==> src/rtl/hexw_pkg.sv <==
package hexw_pkg;
  localparam logic [7:0] BLANK_CHAR = 8'h20;

  typedef enum logic [1:0] {
    SLOT_HI = 2'd0,
    SLOT_LO = 2'd1,
    SLOT_SP = 2'd2
  } slot_t;

  function automatic logic [7:0] nib_to_hex(input logic [3:0] n);
    logic [7:0] r;
    if (n < 4'd10) r = 8'h30 + {4'h0, n};
    else           r = 8'h57 + {4'h0, n};
    return r;
  endfunction
endpackage

==> src/rtl/hexw_rst_sync.sv <==
module hexw_rst_sync #(
  parameter int STAGES = 2
) (
  input  logic clk,
  input  logic arst_n,
  output logic srst_n
);
  logic [STAGES-1:0] chain_q;

  always_ff @(posedge clk or negedge arst_n) begin
    if (!arst_n) chain_q <= '0;
    else         chain_q <= {chain_q[STAGES-2:0], 1'b1};
  end

  assign srst_n = chain_q[STAGES-1];
endmodule

==> src/rtl/hexw_seq.sv <==
module hexw_seq
  import hexw_pkg::*;
#(
  parameter int BW = 8
) (
  input  logic          clk,
  input  logic          rst_n,
  input  logic          rx_ready,
  input  logic [BW-1:0] rx_byte,
  output logic          rd_n,
  output logic          we,
  output slot_t         slot,
  output logic [BW-1:0] hold
);
  logic          accept;
  logic          last_slot;
  logic          rd_n_d, we_d;
  slot_t         slot_d;
  logic [BW-1:0] hold_d;

  assign last_slot = (slot == SLOT_SP);
  // Accept while idle, or on the cycle the space is being written.
  assign accept    = rx_ready && (!we || last_slot);

  always_comb begin
    rd_n_d = 1'b1;
    we_d   = we;
    slot_d = slot;
    hold_d = hold;
    if (accept) begin
      rd_n_d = 1'b0;
      we_d   = 1'b1;
      slot_d = SLOT_HI;
      hold_d = rx_byte;
    end else if (we) begin
      unique case (slot)
        SLOT_HI: slot_d = SLOT_LO;
        SLOT_LO: slot_d = SLOT_SP;
        default: begin
          slot_d = SLOT_HI;
          we_d   = 1'b0;
        end
      endcase
    end
  end

  always_ff @(posedge clk or negedge rst_n) begin
    if (!rst_n) begin
      rd_n <= 1'b1;
      we   <= 1'b0;
      slot <= SLOT_HI;
      hold <= '0;
    end else begin
      rd_n <= rd_n_d;
      we   <= we_d;
      slot <= slot_d;
      hold <= hold_d;
    end
  end
endmodule

==> src/rtl/hexw_addr.sv <==
module hexw_addr #(
  parameter int DEPTH = 4800,
  parameter int AW    = $clog2(DEPTH)
) (
  input  logic          clk,
  input  logic          rst_n,
  input  logic          step,
  output logic [AW-1:0] addr
);
  localparam logic [AW-1:0] LAST = AW'(DEPTH - 1);
  logic [AW-1:0] addr_d;

  always_comb begin
    addr_d = addr;
    if (step) addr_d = (addr == LAST) ? '0 : addr + AW'(1);
  end

  always_ff @(posedge clk or negedge rst_n) begin
    if (!rst_n)    addr <= '0;
    else if (step) addr <= addr_d;
  end
endmodule

==> src/rtl/hexw_conv.sv <==
module hexw_conv
  import hexw_pkg::*;
(
  input  logic [7:0] byte_in,
  input  slot_t      slot,
  output logic [7:0] char_out
);
  always_comb begin
    unique case (slot)
      SLOT_HI: char_out = nib_to_hex(byte_in[7:4]);
      SLOT_LO: char_out = nib_to_hex(byte_in[3:0]);
      default: char_out = BLANK_CHAR;
    endcase
  end
endmodule

==> src/rtl/hex_text_writer.sv <==
module hex_text_writer
  import hexw_pkg::*;
#(
  parameter int COLS       = 80,
  parameter int ROWS       = 60,
  parameter int SYNC_STAGE = 2,
  localparam int DEPTH     = COLS * ROWS,
  localparam int AW        = $clog2(DEPTH)
) (
  input  logic          clk,
  input  logic          rst_n,
  input  logic          rx_ready,
  input  logic [7:0]    rx_byte,
  output logic          rx_rd_n,
  output logic          ram_we,
  output logic [AW-1:0] ram_addr,
  output logic [7:0]    ram_char
);
  logic  srst_n;
  slot_t slot;
  logic [7:0] hold;

  hexw_rst_sync #(.STAGES(SYNC_STAGE)) u_rst (
    .clk    (clk),
    .arst_n (rst_n),
    .srst_n (srst_n)
  );

  hexw_seq #(.BW(8)) u_seq (
    .clk      (clk),
    .rst_n    (srst_n),
    .rx_ready (rx_ready),
    .rx_byte  (rx_byte),
    .rd_n     (rx_rd_n),
    .we       (ram_we),
    .slot     (slot),
    .hold     (hold)
  );

  hexw_addr #(.DEPTH(DEPTH), .AW(AW)) u_addr (
    .clk   (clk),
    .rst_n (srst_n),
    .step  (ram_we),
    .addr  (ram_addr)
  );

  hexw_conv u_conv (
    .byte_in  (hold),
    .slot     (slot),
    .char_out (ram_char)
  );
endmodule

==> config.mk <==
export PLATFORM = sky130hd
export DESIGN_NAME = hex_text_writer
export DESIGN_NICKNAME = d
export VERILOG_FILES = /design/src/rtl/hexw_pkg.sv /design/src/rtl/hexw_rst_sync.sv /design/src/rtl/hexw_seq.sv /design/src/rtl/hexw_addr.sv /design/src/rtl/hexw_conv.sv /design/src/rtl/hex_text_writer.sv
export SDC_FILE = /design/constraint.sdc
export NUM_CORES = 1
export LEC_CHECK = 0
export ABC_AREA = 1
export BUFFER_PORTS_ARGS = -buffer_cell sky130_fd_sc_hd__buf_2
export CAP_MARGIN = 30
export CORE_ASPECT_RATIO = 1.5
export CORE_MARGIN = 4
export CORE_UTILIZATION = 49
export CTS_BUF_LIST = sky130_fd_sc_hd__clkbuf_4 sky130_fd_sc_hd__clkbuf_8
export CTS_CLUSTER_SIZE = 30
export DETAILED_ROUTE_END_ITERATION = 8
export GPL_ROUTABILITY_DRIVEN = 0
export PLACE_DENSITY_LB_ADDON = 0.2
export RECOVER_POWER = 50
export SLEW_MARGIN = 25
export SYNTH_ARGS = -nofsm -noshare
export SYNTH_HDL_FRONTEND = slang
export SYNTH_SLANG_ARGS = --single-unit
==> constraint.sdc <==
create_clock -name clk -period 2.8 [get_ports clk]
set_input_delay 0.42 -clock clk [delete_from_list [all_inputs] [get_ports clk]]
set_output_delay 0.42 -clock clk [all_outputs]
set_load 0.02 [all_outputs]
==> metrics.md, run 1 <==
| Metric | Value |
|---|---|
| Synth area leaders | dfrtp_1 44%, nand2_1 10%, inv_1 6.4%, nor2_1 6.4%, a21oi_1 4.4% |
| RSZ-0062 raised after global routing | no |
| Switching share of power | roughly half |
| Worst Reg-to-Reg Cells | 3 |
| Clock share of power | 12.2% |
| 1st-iter DRT viols | 27 |
| Max-slew violations | 0 |
| Mux share of post-synthesis cell area | 0.7692% |
| RR Endpoint | u_seq.hold[7] |
| # resized after CTS | 0 |
| Min cycle time layout | 2.009 ns |
| Peak VDD IR | between 0.0007 and 0.0008 V |
| Worst r2r src | u_seq.we |
| Crit path DAT | 1.59 ns |
| Tcrit/Tclk final | a little under three quarters |
| Synthesized area | 1464 sq um |
| Post-Synth Simple-Gate Area | 25.98% |
| Crit path depth | 4 |
| Synthesized flop and latch total | 27 |
| Status | complete, no violations |
| Worst setup startpoint | u_seq.hold[6] |
| Overall Power | about 1.9 mW |
| Critical path cell sequence | o21ai_1 > nand3_1 > o31ai_1 > buf_2 |
| Routed len/inst | ~12 um |
| Post-Synth XOR/XNOR Area | about 3.6% |
| Num CTS Buffers | 3 |
| Syn_area_per_cell | roughly 8 sq um |
| First-pass GRT wire length | approximately 5200 um |
| Detailed Place HPWL | between 2000 and 3000 um |
| Final Setup Violations | 0 |
| Clk_lat worst skew | approximately 0.27 ns |
| Pleak | ~0.87 nW |
| Sequential share of power | 36.3% |
| CTS H-tree lvls | 1 |
| Chip Width | 52.63 um |
| Fmax | around 500 MHz |
| Maxcap violations | 0 |
| # nets final | between 200 and 250 |
| Worst min path class | register to async pin |
| Drt drc | 0 |
| Post-synthesis adder-cell area fraction | under 10% |
| Top-Level Pins | 34 |
| Worst-margin pin slew | 0.9346 ns |
| Clk root buf | clkbuf_8 |
| Full die area | slightly below 4000 sq um |
| Yosys top cell by area | dfrtp_1 |
| Clk_skew | approximately 0.0013 ns |
| Combinational family with the most area after synthesis | simple AND/OR/NAND/NOR gates |
| Cell count after synthesis | 183 |
| Yosys top cell area share | between 40% and 50% |
| Required @ worst endpoint | 2.38 ns |
| Setup TNS | 0 ns |
| Clock slew seen by the registers of the worst setup and hold paths | roughly 0.090 ns |
| Compound-Gate Fraction of Synth Area | roughly a tenth |
| Critical-path top delay cell | o21ai_1 |
| Row count | 24 |
| CTS tree | done |
| Setup CP Type | register to output pin |
| Share of layout cells above drive strength 1 | ~18% |
| Core ar. | 2883 sq um |
| Via-to-Cell Ratio | 5.020 |
| Buf/Inv on CP | 1 |
| Clock buffer depth | 2 |
| Worst path top cell family by delay | compound AO/OA/AOI/OAI gates |
| Critical Path Fanout Max | 8 |
| Element type at the critical path end | output pin |
| Antenna Violating Nets Remaining | 0 |
| Cell-internal power | around 0.96 mW |
| Routed wire length | 3094 um |
| Register area share after synthesis | a little under half |
| Starting Density | approximately 51% |
| Multi-input gate area | 649.4 sq um |
| Area growth, synth to finish | 15.38% |
| Largest net degree at the start of global routing | 18 |
| Startpoint types | register |
| Power Density | about 1100 nW/um^2 |
| Initial antenna violation count | 0 |
| DR pass1 iterations | 4 |
| Reg2reg setup slack | about 1.2 ns |
| Fill count | about 290 |
| Ys Warns | 0 |
| Rel. slew slack | between 30% and 40% |
| Sw power | 0.8981 mW |
| N_diodes | 0 |
| IO Port Bufs | 31 |
| Vias in the first global route | between 1,000 and 1,500 |
| Crit-path max cell delay | ~0.43 ns |
| Die Ht | between 70 and 80 um |
| Vias | ~1,300 |
| GR Util All Layers | approximately 18% |
| Clock sinks | 27 |
| Register area | a little under 700 sq um |
| Combinational power share | just over 50% |
| Total global routing overflow | 0 |
| Final hold viol count | 0 |
| Post-synthesis cell type count | 29 |
[sequential cells by signal, indices dropped and copies added (netlist names)]
register	flops
u_seq.we	1
u_addr.addr	13
u_seq.slot	2
u_seq.hold	8
u_rst.chain_q	2
u_seq.rd_n	1
[through the flow]
step / cell area (sq um) / hold WS, ns / instances / setup slack, ns / utilization, %
3_5_place_dp: 1662 / 0.2111 / 251 / 1.122 / 57.64
3_3_place_gp: 1634 / 0.2049 / 250 / 1.162 / 56.68
2_1_floorplan: 1468 / 0.1244 / 184 / 1.113 / -
6_report: 1689 / 0.1508 / 256 / 0.7912 / 58.59
5_1_grt: 1689 / 0.1980 / 256 / 0.6481 / 58.59
4_1_cts: 1720 / 0.2200 / 256 / 0.8038 / 59.68
[layer usage]
metal	up-vias	wire (um)	GRT usage [%]
li1	647	-	-
met3	15	117	1.782
met1	586	1166	17.43
met2	37	1644	33.29
met4	0	165	15.34
met5	-	0	0
[how the worst max path moves through the flow]
| stage | endpoint |
|---|---|
| finish | ram_char[3] |
| global route | ram_char[4] |
| CTS | ram_char[3] |
| detailed placement | ram_char[3] |
| global placement | ram_char[1] |
| floorplan | ram_char[1] |
[what timing repair did]
action | in CTS | in global routing
hold buffers | 1 | 0
setup buffers | 0 | 0
endpoints found under the hold margin | 2 | 0
[power groups by stage]
stage                     sequential, mW  combinational, mW  clock [mW]
after floorplan                    0.722              0.668           0
after global placement             0.681              0.937           0
after detailed placement           0.684              0.976           0
after CTS                          0.678              0.980       0.239
after global routing               0.702               1.08       0.254
final                              0.675              0.955       0.227
[final cells by class]
cell class	instances	area share, %
inverter	27	6.148
clock buffer	4	2.889
tap	39	2.889
multi-input combinational	126	38.44
sequential	27	40.07
timing repair buffer	33	9.556
[cell usage in the layout, fill, tap and decap left out, types with 3 or more instances in the layout]
| master | instances |
|---|---|
| nand4_1 | 4 |
| xor2_1 | 5 |
| ha_1 | 3 |
| a21oi_1 | 13 |
| inv_1 | 25 |
| clkbuf_1 | 7 |
| buf_2 | 25 |
| conb_1 | 3 |
| dfrtp_1 | 26 |
| o21ai_0 | 9 |
| nor2_1 | 25 |
| nand3_1 | 8 |
| nand2_1 | 39 |
| clkbuf_8 | 3 |
[worst register-to-register path, cell delays in order, from the launching register on]
cell and delay (ns):
dfrtp_1 0.64, nand2_1 0.18, nand3_2 0.28, mux2_2 0.38
[cell families after synthesis]
kind of cell | after synthesis
and+or+nand+nor | 84
buffers and inverters | 31
AOI/OAI and AO/OA | 29
DFF | 27
xor gates and xnor gates | 6
adders and majority gates | 3
other | 2
muxes | 1
[synthesized netlist by cell type]
cell,n
o21ai_2,1
buf_4,2
mux2_2,1
buf_6,2
nor3_2,1
dfstp_2,1
nand2_1,39
a21oi_1,13
o22ai_1,2
nor3_1,2
nand3_2,2
o21ai_1,2
inv_4,1
nand4_1,4
conb_1,2
xor2_1,5
nor3_4,1
ha_1,3
nor2_1,25
o31ai_1,1
nand3_1,8
xnor2_1,1
inv_2,1
o211ai_1,1
o21ai_0,9
nor2_4,1
dfrtp_1,26
nand3b_1,1
inv_1,25
No activity file was read; power rests on OpenSTA's default activity.
==> inputs of run 2 (changes only) <==
clock period = 1.7 ns   (was 2.8 ns; I/O delays follow)
==> run 2 against run 1 <==
The run now ends with negative setup slack left. Combinational power increased by 110%. Global-route usage increased by 0.10 points. Sequential power increased by 67%. Clock skew about the same. Utilization increased by 4.5 points. Hold slack improved by 0.065 ns. First-iteration DRC count decreased by 7.4%. Highest routed layer unchanged. Non-clock buffer count increased by 8. Flip-flop and latch count unchanged. Largest cell class is now multi-input gates. Wire length increased by 7.6%. Cell count increased by 3.1%.
==> metrics.md, run 2 (synthesized netlist as in run 1, its figures left out) <==
| Metric | Value |
|---|---|
| Status | finished with violations |
| Failing checks | negative setup slack |
| Dpl cells | 253 (+0.80%) |
| Share of layout cells above drive strength 1 | 28.00% (+10 points) |
| Max-slew violations | 0 (unchanged) |
| Routed wire length | 3329 um (+7.6%) |
| IO Port Bufs | 31 (unchanged) |
| Largest Register | u_addr.addr |
| Element type at the critical path end | output pin |
| Min cycle time layout | 1.765 ns |
| Final Setup Violations | 4 (+4) |
| Final hold viol count | 0 (unchanged) |
| Top-Level Pins | 34 (unchanged) |
| Initial antenna violation count | 0 (unchanged) |
| Via-to-Cell Ratio | 5.042 (+0.44%) |
| Final Util | 63.06% (+4.5 points) |
| Clock sinks | 27 (unchanged) |
| CTS H-tree lvls | 1 (unchanged) |
| Chip Width | 52.63 um (unchanged) |
| Most common cell on crit path | buf_4 |
| Worst min path class | input port to register |
| # nets final | 240 (+3.4%) |
| GR Util All Layers | 18.18% (+0.10 points) |
| Tcrit/Tclk final | 103.8% |
| Commonest non-fill, non-tap cells in the layout | 37 x nand2_1, 25 x nor2_1, 25 x dfrtp_1, 24 x buf_2, 20 x inv_1 |
| Clk_lat worst skew | 0.27 ns (about the same) |
| Num CTS Buffers | 3 (unchanged) |
| Fmax | around 570 MHz |
| Rel. slew slack | 57.92% (+20 points) |
| Critical-path top delay cell | dfrtp_1 |
| Final worst slack | -0.06539 ns (-0.8565 ns) |
| Critical Path Fanout Max | 8 (unchanged) |
| Fill count | 278 (-5.1%) |
| Setup TNS | -0.1082 ns (-0.1082 ns) |
| Row count | 24 (unchanged) |
| Startpoint types | register |
| First-pass GRT wire length | 5361 um (+2.4%) |
| Critical path cell sequence | o21ai_4 > buf_4 > o211ai_1 > o21ai_1 > buf_4 |
| Largest net degree at the start of global routing | 26 (+8) |
| Full die area | 3944 sq um (unchanged) |
| Total global routing overflow | 0 (unchanged) |
| Max reg flops | 13 (unchanged) |
| Worst setup startpoint | u_seq.hold[6] |
| Worst-margin pin slew | 0.6312 ns (-0.3034 ns) |
| Die Ht | 74.94 um (unchanged) |
| Detailed Place HPWL | 2325 um (-8.4%) |
| Clk root buf | clkbuf_8 |
| Peak VDD IR | 0.001568 V (+110%) |
| Top flop regs | u_addr.addr: 13 flops, u_seq.hold: 8 flops |
| N_diodes | 0 (unchanged) |
| Routed len/inst | 12.61 um (+4.3%) |
| Hold path cells | 2 |
| Crit path DAT | 1.51 ns (-0.08 ns) |
| Area growth, synth to finish | 24.19% |
| RR Endpoint | u_seq.hold[1] |
| Required @ worst endpoint | 1.44 ns (-0.94 ns) |
| Placed Area | 1657 sq um (-0.30%) |
| Clk_skew | 0.001540 ns (+0.0002197 ns) |
| Vias in the first global route | 1,297 (+0.46%) |
| Pleak | 0.9158 nW (+5.1%) |
| Vias | 1,331 (+3.6%) |
| Worst r2r src | u_seq.we |
| RSZ-0062 raised after global routing | yes |
| Core ar. | 2883 sq um (unchanged) |
| Cell area after layout | 1818 sq um (+7.6%) |
| Drt drc | 0 (unchanged) |
| Final Non-Filler Cells | 264 (+3.1%) |
| Commonest non-fill, non-tap cell in the layout | nand2_1 |
| Worst Reg-to-Reg Cells | 5 (+2) |
| CTS tree | done |
| Clock slew seen by the registers of the worst setup and hold paths | 0.09 ns (about the same) |
| DR pass1 iterations | 4 (unchanged) |
| Clock buffer depth | 2 (unchanged) |
| Antenna Violating Nets Remaining | 0 (unchanged) |
| Reg2reg setup slack | 0.35 ns (-0.88 ns) |
| Maxcap violations | 0 (unchanged) |
| Crit-path max cell delay | 0.43 ns (about the same) |
| 1st-iter DRT viols | 25 (-7.4%) |
| Power Density | 1916 nW/um^2 (+74%) |
| Setup CP Type | register to output pin |
| Overall Power | 3.483 mW (+88%) |
| Worst setup endpoint | ram_char[1] |
| Starting Density | 50.78% (unchanged) |
[run 2: critical path, delay by kind of cell (launching register included)]
family,cells,cell delay [ns]
AOI/OAI and AO/OA,3,0.48
DFF,1,0.43
buffers and inverters,2,0.32
[run 2: worst min-delay path by stage]
stage                          start               end  slack (ns)
after CTS                 rx_byte[7]     u_seq.hold[7]        0.22
final                     rx_byte[7]     u_seq.hold[7]        0.22
after floorplan                rst_n  u_rst.chain_q[0]       -0.04
after global routing      rx_byte[7]     u_seq.hold[7]        0.22
after global placement         rst_n  u_rst.chain_q[0]        0.04
after detailed placement       rst_n  u_rst.chain_q[0]        0.04
[run 2: timing repair]
item,4_1_cts,5_1_grt
hold endpoints to repair,2,0
buffers inserted,1,5
resized for setup,8,13
pin swaps,3,2
endpoints found under the setup margin,5,5
hold buffers,1,0
[run 2: report_power, final]
part / switching (mW) / internal, mW
logic: 1.21 / 0.766
registers: 0.248 / 0.877
clock network: 0.194 / 0.184
[run 2: stage by stage]
| step | worst slack (ns) | hold slack (ns) |
|---|---|---|
| global placement | 0.2460 | 0.04002 |
| finish | -0.06539 | 0.2158 |
| floorplan | 0.1784 | -0.04059 |
| detailed placement | 0.2224 | 0.04306 |
| global route | -0.1565 | 0.2150 |
| CTS | 0.007720 | 0.2159 |
[run 2: metal layers]
metal	track usage [%]	wire length, um
met5	0	0
met3	1.980	128
met4	11.08	116
met2	34.81	1798
met1	18.12	1286
[run 2: final cells by class]
class	count	area, sq um	area share [%]
multi-input combinational	126	705.7	38.82
sequential	27	678.2	37.30
clock buffer	4	48.80	2.684
inverter	27	103.9	5.712
timing repair buffer	41	232.7	12.80
tap	39	48.80	2.684
==> inputs of run 3 (changes only) <==
PLACE_DENSITY_LB_ADDON = 0.12   (was 0.2)
==> run 3 against run 2 <==
The flow still finishes with violations (negative setup slack). Die area did not move. Hold slack barely moved. Utilization down 1.3 points. Clock-buffer cell count unchanged. Via count down 2.0%. Register-to-register slack worse by 0.09 ns. Wire length down 0.75%. Cell count shrank 1.5%. Maximum frequency grew 2.1%. Global-route usage about the same. Flip-flop and latch count unchanged. Largest power group unchanged.
==> metrics.md, run 3 (synthesized netlist as in run 1, its figures left out) <==
| Metric | Value |
|---|---|
| CTS H-tree lvls | 1 (unchanged) |
| Power Density | 1905 nW/um^2 (-0.54%) |
| Total global routing overflow | 0 (unchanged) |
| Fmax | 578.1 MHz (+2.1%) |
| N_diodes | 0 (unchanged) |
| Routed len/inst | 12.71 um (+0.78%) |
| Top flop regs | u_addr.addr: 13 flops, u_seq.hold: 8 flops |
| Final hold viol count | 0 (unchanged) |
| Pleak | 0.8972 nW (-2.0%) |
| Top-Level Pins | 34 (unchanged) |
| Peak VDD IR | 0.001936 V (+23%) |
| Status | finished with violations |
| Full die area | 3944 sq um (unchanged) |
| GR Util All Layers | 18.20% (+0.022 points) |
| Hold WS | 0.2155 ns (-0.0003040 ns) |
| Crit path DAT | 1.47 ns (-0.04 ns) |
| 1st-iter DRT viols | 33 (+32%) |
| WHS Endpoint | u_seq.hold[7] |
| Startpoint types | register |
| Max reg flops | 13 (unchanged) |
| Area growth, synth to finish | 21.71% |
| Vias | 1,305 (-2.0%) |
| # nets final | 236 (-1.7%) |
| Drt drc | 0 (unchanged) |
| Detailed Place HPWL | 2522 um (+8.5%) |
| Worst Reg-to-Reg Cells | 6 (+1) |
| Final Util | 61.81% (-1.3 points) |
| Worst-margin pin slew | 0.6470 ns (+0.01579 ns) |
| Clock sinks | 27 (unchanged) |
| Final worst slack | -0.02975 ns (+0.03564 ns) |
| Clock slew seen by the registers of the worst setup and hold paths | 0.09 ns (about the same) |
| Reg2reg setup slack | 0.26 ns (-0.09 ns) |
| Critical Path Fanout Max | 3 (-5) |
| Initial antenna violation count | 0 (unchanged) |
| Clk root buf | clkbuf_8 |
| Via-to-Cell Ratio | 5.019 (-0.45%) |
| Setup TNS | -0.02975 ns (+0.07841 ns) |
| Pre-CTS setup slack | 0.1851 ns (-0.03727 ns) |
| First-pass GRT wire length | 5395 um (+0.63%) |
| Num CTS Buffers | 3 (unchanged) |
| Final Setup Violations | 1 (-3) |
| Worst min path class | input port to register |
| GRT Max-Usage Layer | met2 |
| Maxcap violations | 0 (unchanged) |
| Met1 track demand over resource | 18.83% (+0.71 points) |
| Met3 GRT Util | 2.178% (+0.20 points) |
| Share of layout cells above drive strength 1 | 25.34% (-2.7 points) |
| Worst r2r src | u_seq.we |
| Chip Width | 52.63 um (unchanged) |
| Element type at the critical path end | output pin |
| Required @ worst endpoint | 1.44 ns (about the same) |
| Cell area after layout | 1782 sq um (-2.0%) |
| Min cycle time layout | 1.730 ns (-0.03564 ns) |
| Met2 GRT Util | 36.19% (+1.4 points) |
| Routed wire length | 3304 um (-0.75%) |
| RSZ-0062 raised after global routing | yes |
| Max-slew violations | 0 (unchanged) |
| CTS tree | done |
| Core ar. | 2883 sq um (unchanged) |
| DR pass1 iterations | 4 (unchanged) |
| Antenna Violating Nets Remaining | 0 (unchanged) |
| RR Endpoint | u_addr.addr[6] |
| Rel. slew slack | 56.87% (-1.1 points) |
| Placed Area | 1657 sq um (unchanged) |
| Largest Register | u_addr.addr |
| Clock buffer depth | 2 (unchanged) |
| Commonest non-fill, non-tap cells in the layout | 37 x nand2_1, 26 x dfrtp_1, 25 x nor2_1, 23 x buf_2, 21 x inv_1 |
| Die Ht | 74.94 um (unchanged) |
| HP Start | rx_byte[7] |
| Commonest non-fill, non-tap cell in the layout | nand2_1 |
| IO Port Bufs | 31 (unchanged) |
| Hold path cells | 2 (unchanged) |
| Row count | 24 (unchanged) |
| Clk_skew | 0.002963 ns (+0.001423 ns) |
| Failing checks | negative setup slack |
| Starting Density | 50.78% (unchanged) |
| Setup CP Type | register to output pin |
| Clk_lat worst skew | 0.26 ns (about the same) |
| Vias in the first global route | 1,304 (+0.54%) |
| Largest net degree at the start of global routing | 26 (unchanged) |
| Tcrit/Tclk final | 101.7% (-2.1 points) |
==> run 3: cell count changes in the layout (fill, tap and decap cells not counted), sizes merged <==
cell    before  now
buf         35   30
clkbuf       9   10
==> run 3: timing repair <==
item	CTS	global route
gates resized for setup	5	17
pin swaps	2	4
hold endpoints to repair	2	0
hold buffers	1	0
setup buffers	2	0
endpoints found under the setup margin	5	5
==> run 3: routing by layer <==
layer  part of all wire (%)  routed length (um)
met5                      0                   0
met3                    3.9                 130
met2                     58                1911
met1                     38                1240
met4                   0.67                  22
==> run 3: area by class of cell <==
| type | count | area, sq um |
|---|---|---|
| Fill cell | 285 | 1101 |
| Multi-Input combinational cell | 126 | 698.2 |
| Sequential cell | 27 | 676.9 |
| Inverter | 27 | 103.9 |
| Tap cell | 39 | 48.80 |
| Clock buffer | 4 | 48.80 |
| Timing Repair Buffer | 37 | 205.2 |
==> run 3: how the worst max path moves through the flow <==
stage	startpoint	endpoint	slack [ns]	depth (start not counted)
after CTS	u_seq.hold[1]	ram_char[2]	0.001	7
after floorplan	u_seq.hold[1]	ram_char[1]	0.18	5
final	u_seq.hold[5]	ram_char[1]	-0.03	6
after global placement	u_seq.hold[6]	ram_char[2]	0.21	6
after global routing	u_seq.hold[5]	ram_char[1]	-0.11	6
after detailed placement	u_seq.hold[6]	ram_char[2]	0.19	6
==> run 3: per-stage QoR <==
step / std cells / power [mW]
2_1_floorplan: 184 / 2.290
3_3_place_gp: 253 / 2.711
3_5_place_dp: 253 / 2.763
4_1_cts: 260 / 3.236
5_1_grt: 260 / 3.704
6_report: 260 / 3.395
==> run 3: worst max-delay path, cell delays in order, from the launching register on <==
cell	delay, ns
dfrtp_1	0.41
inv_2	0.08
ha_4	0.26
inv_2	0.02
o211ai_1	0.17
o21ai_1	0.10
buf_4	0.16
==> run 3: where the power goes <==
| group | internal (mW) | switching, mW | leakage, nW |
|---|---|---|---|
| Sequential | 0.875 | 0.246 | 0.306 |
| Combinational | 0.717 | 1.19 | 0.565 |
| Clock | 0.183 | 0.184 | 0.0262 |
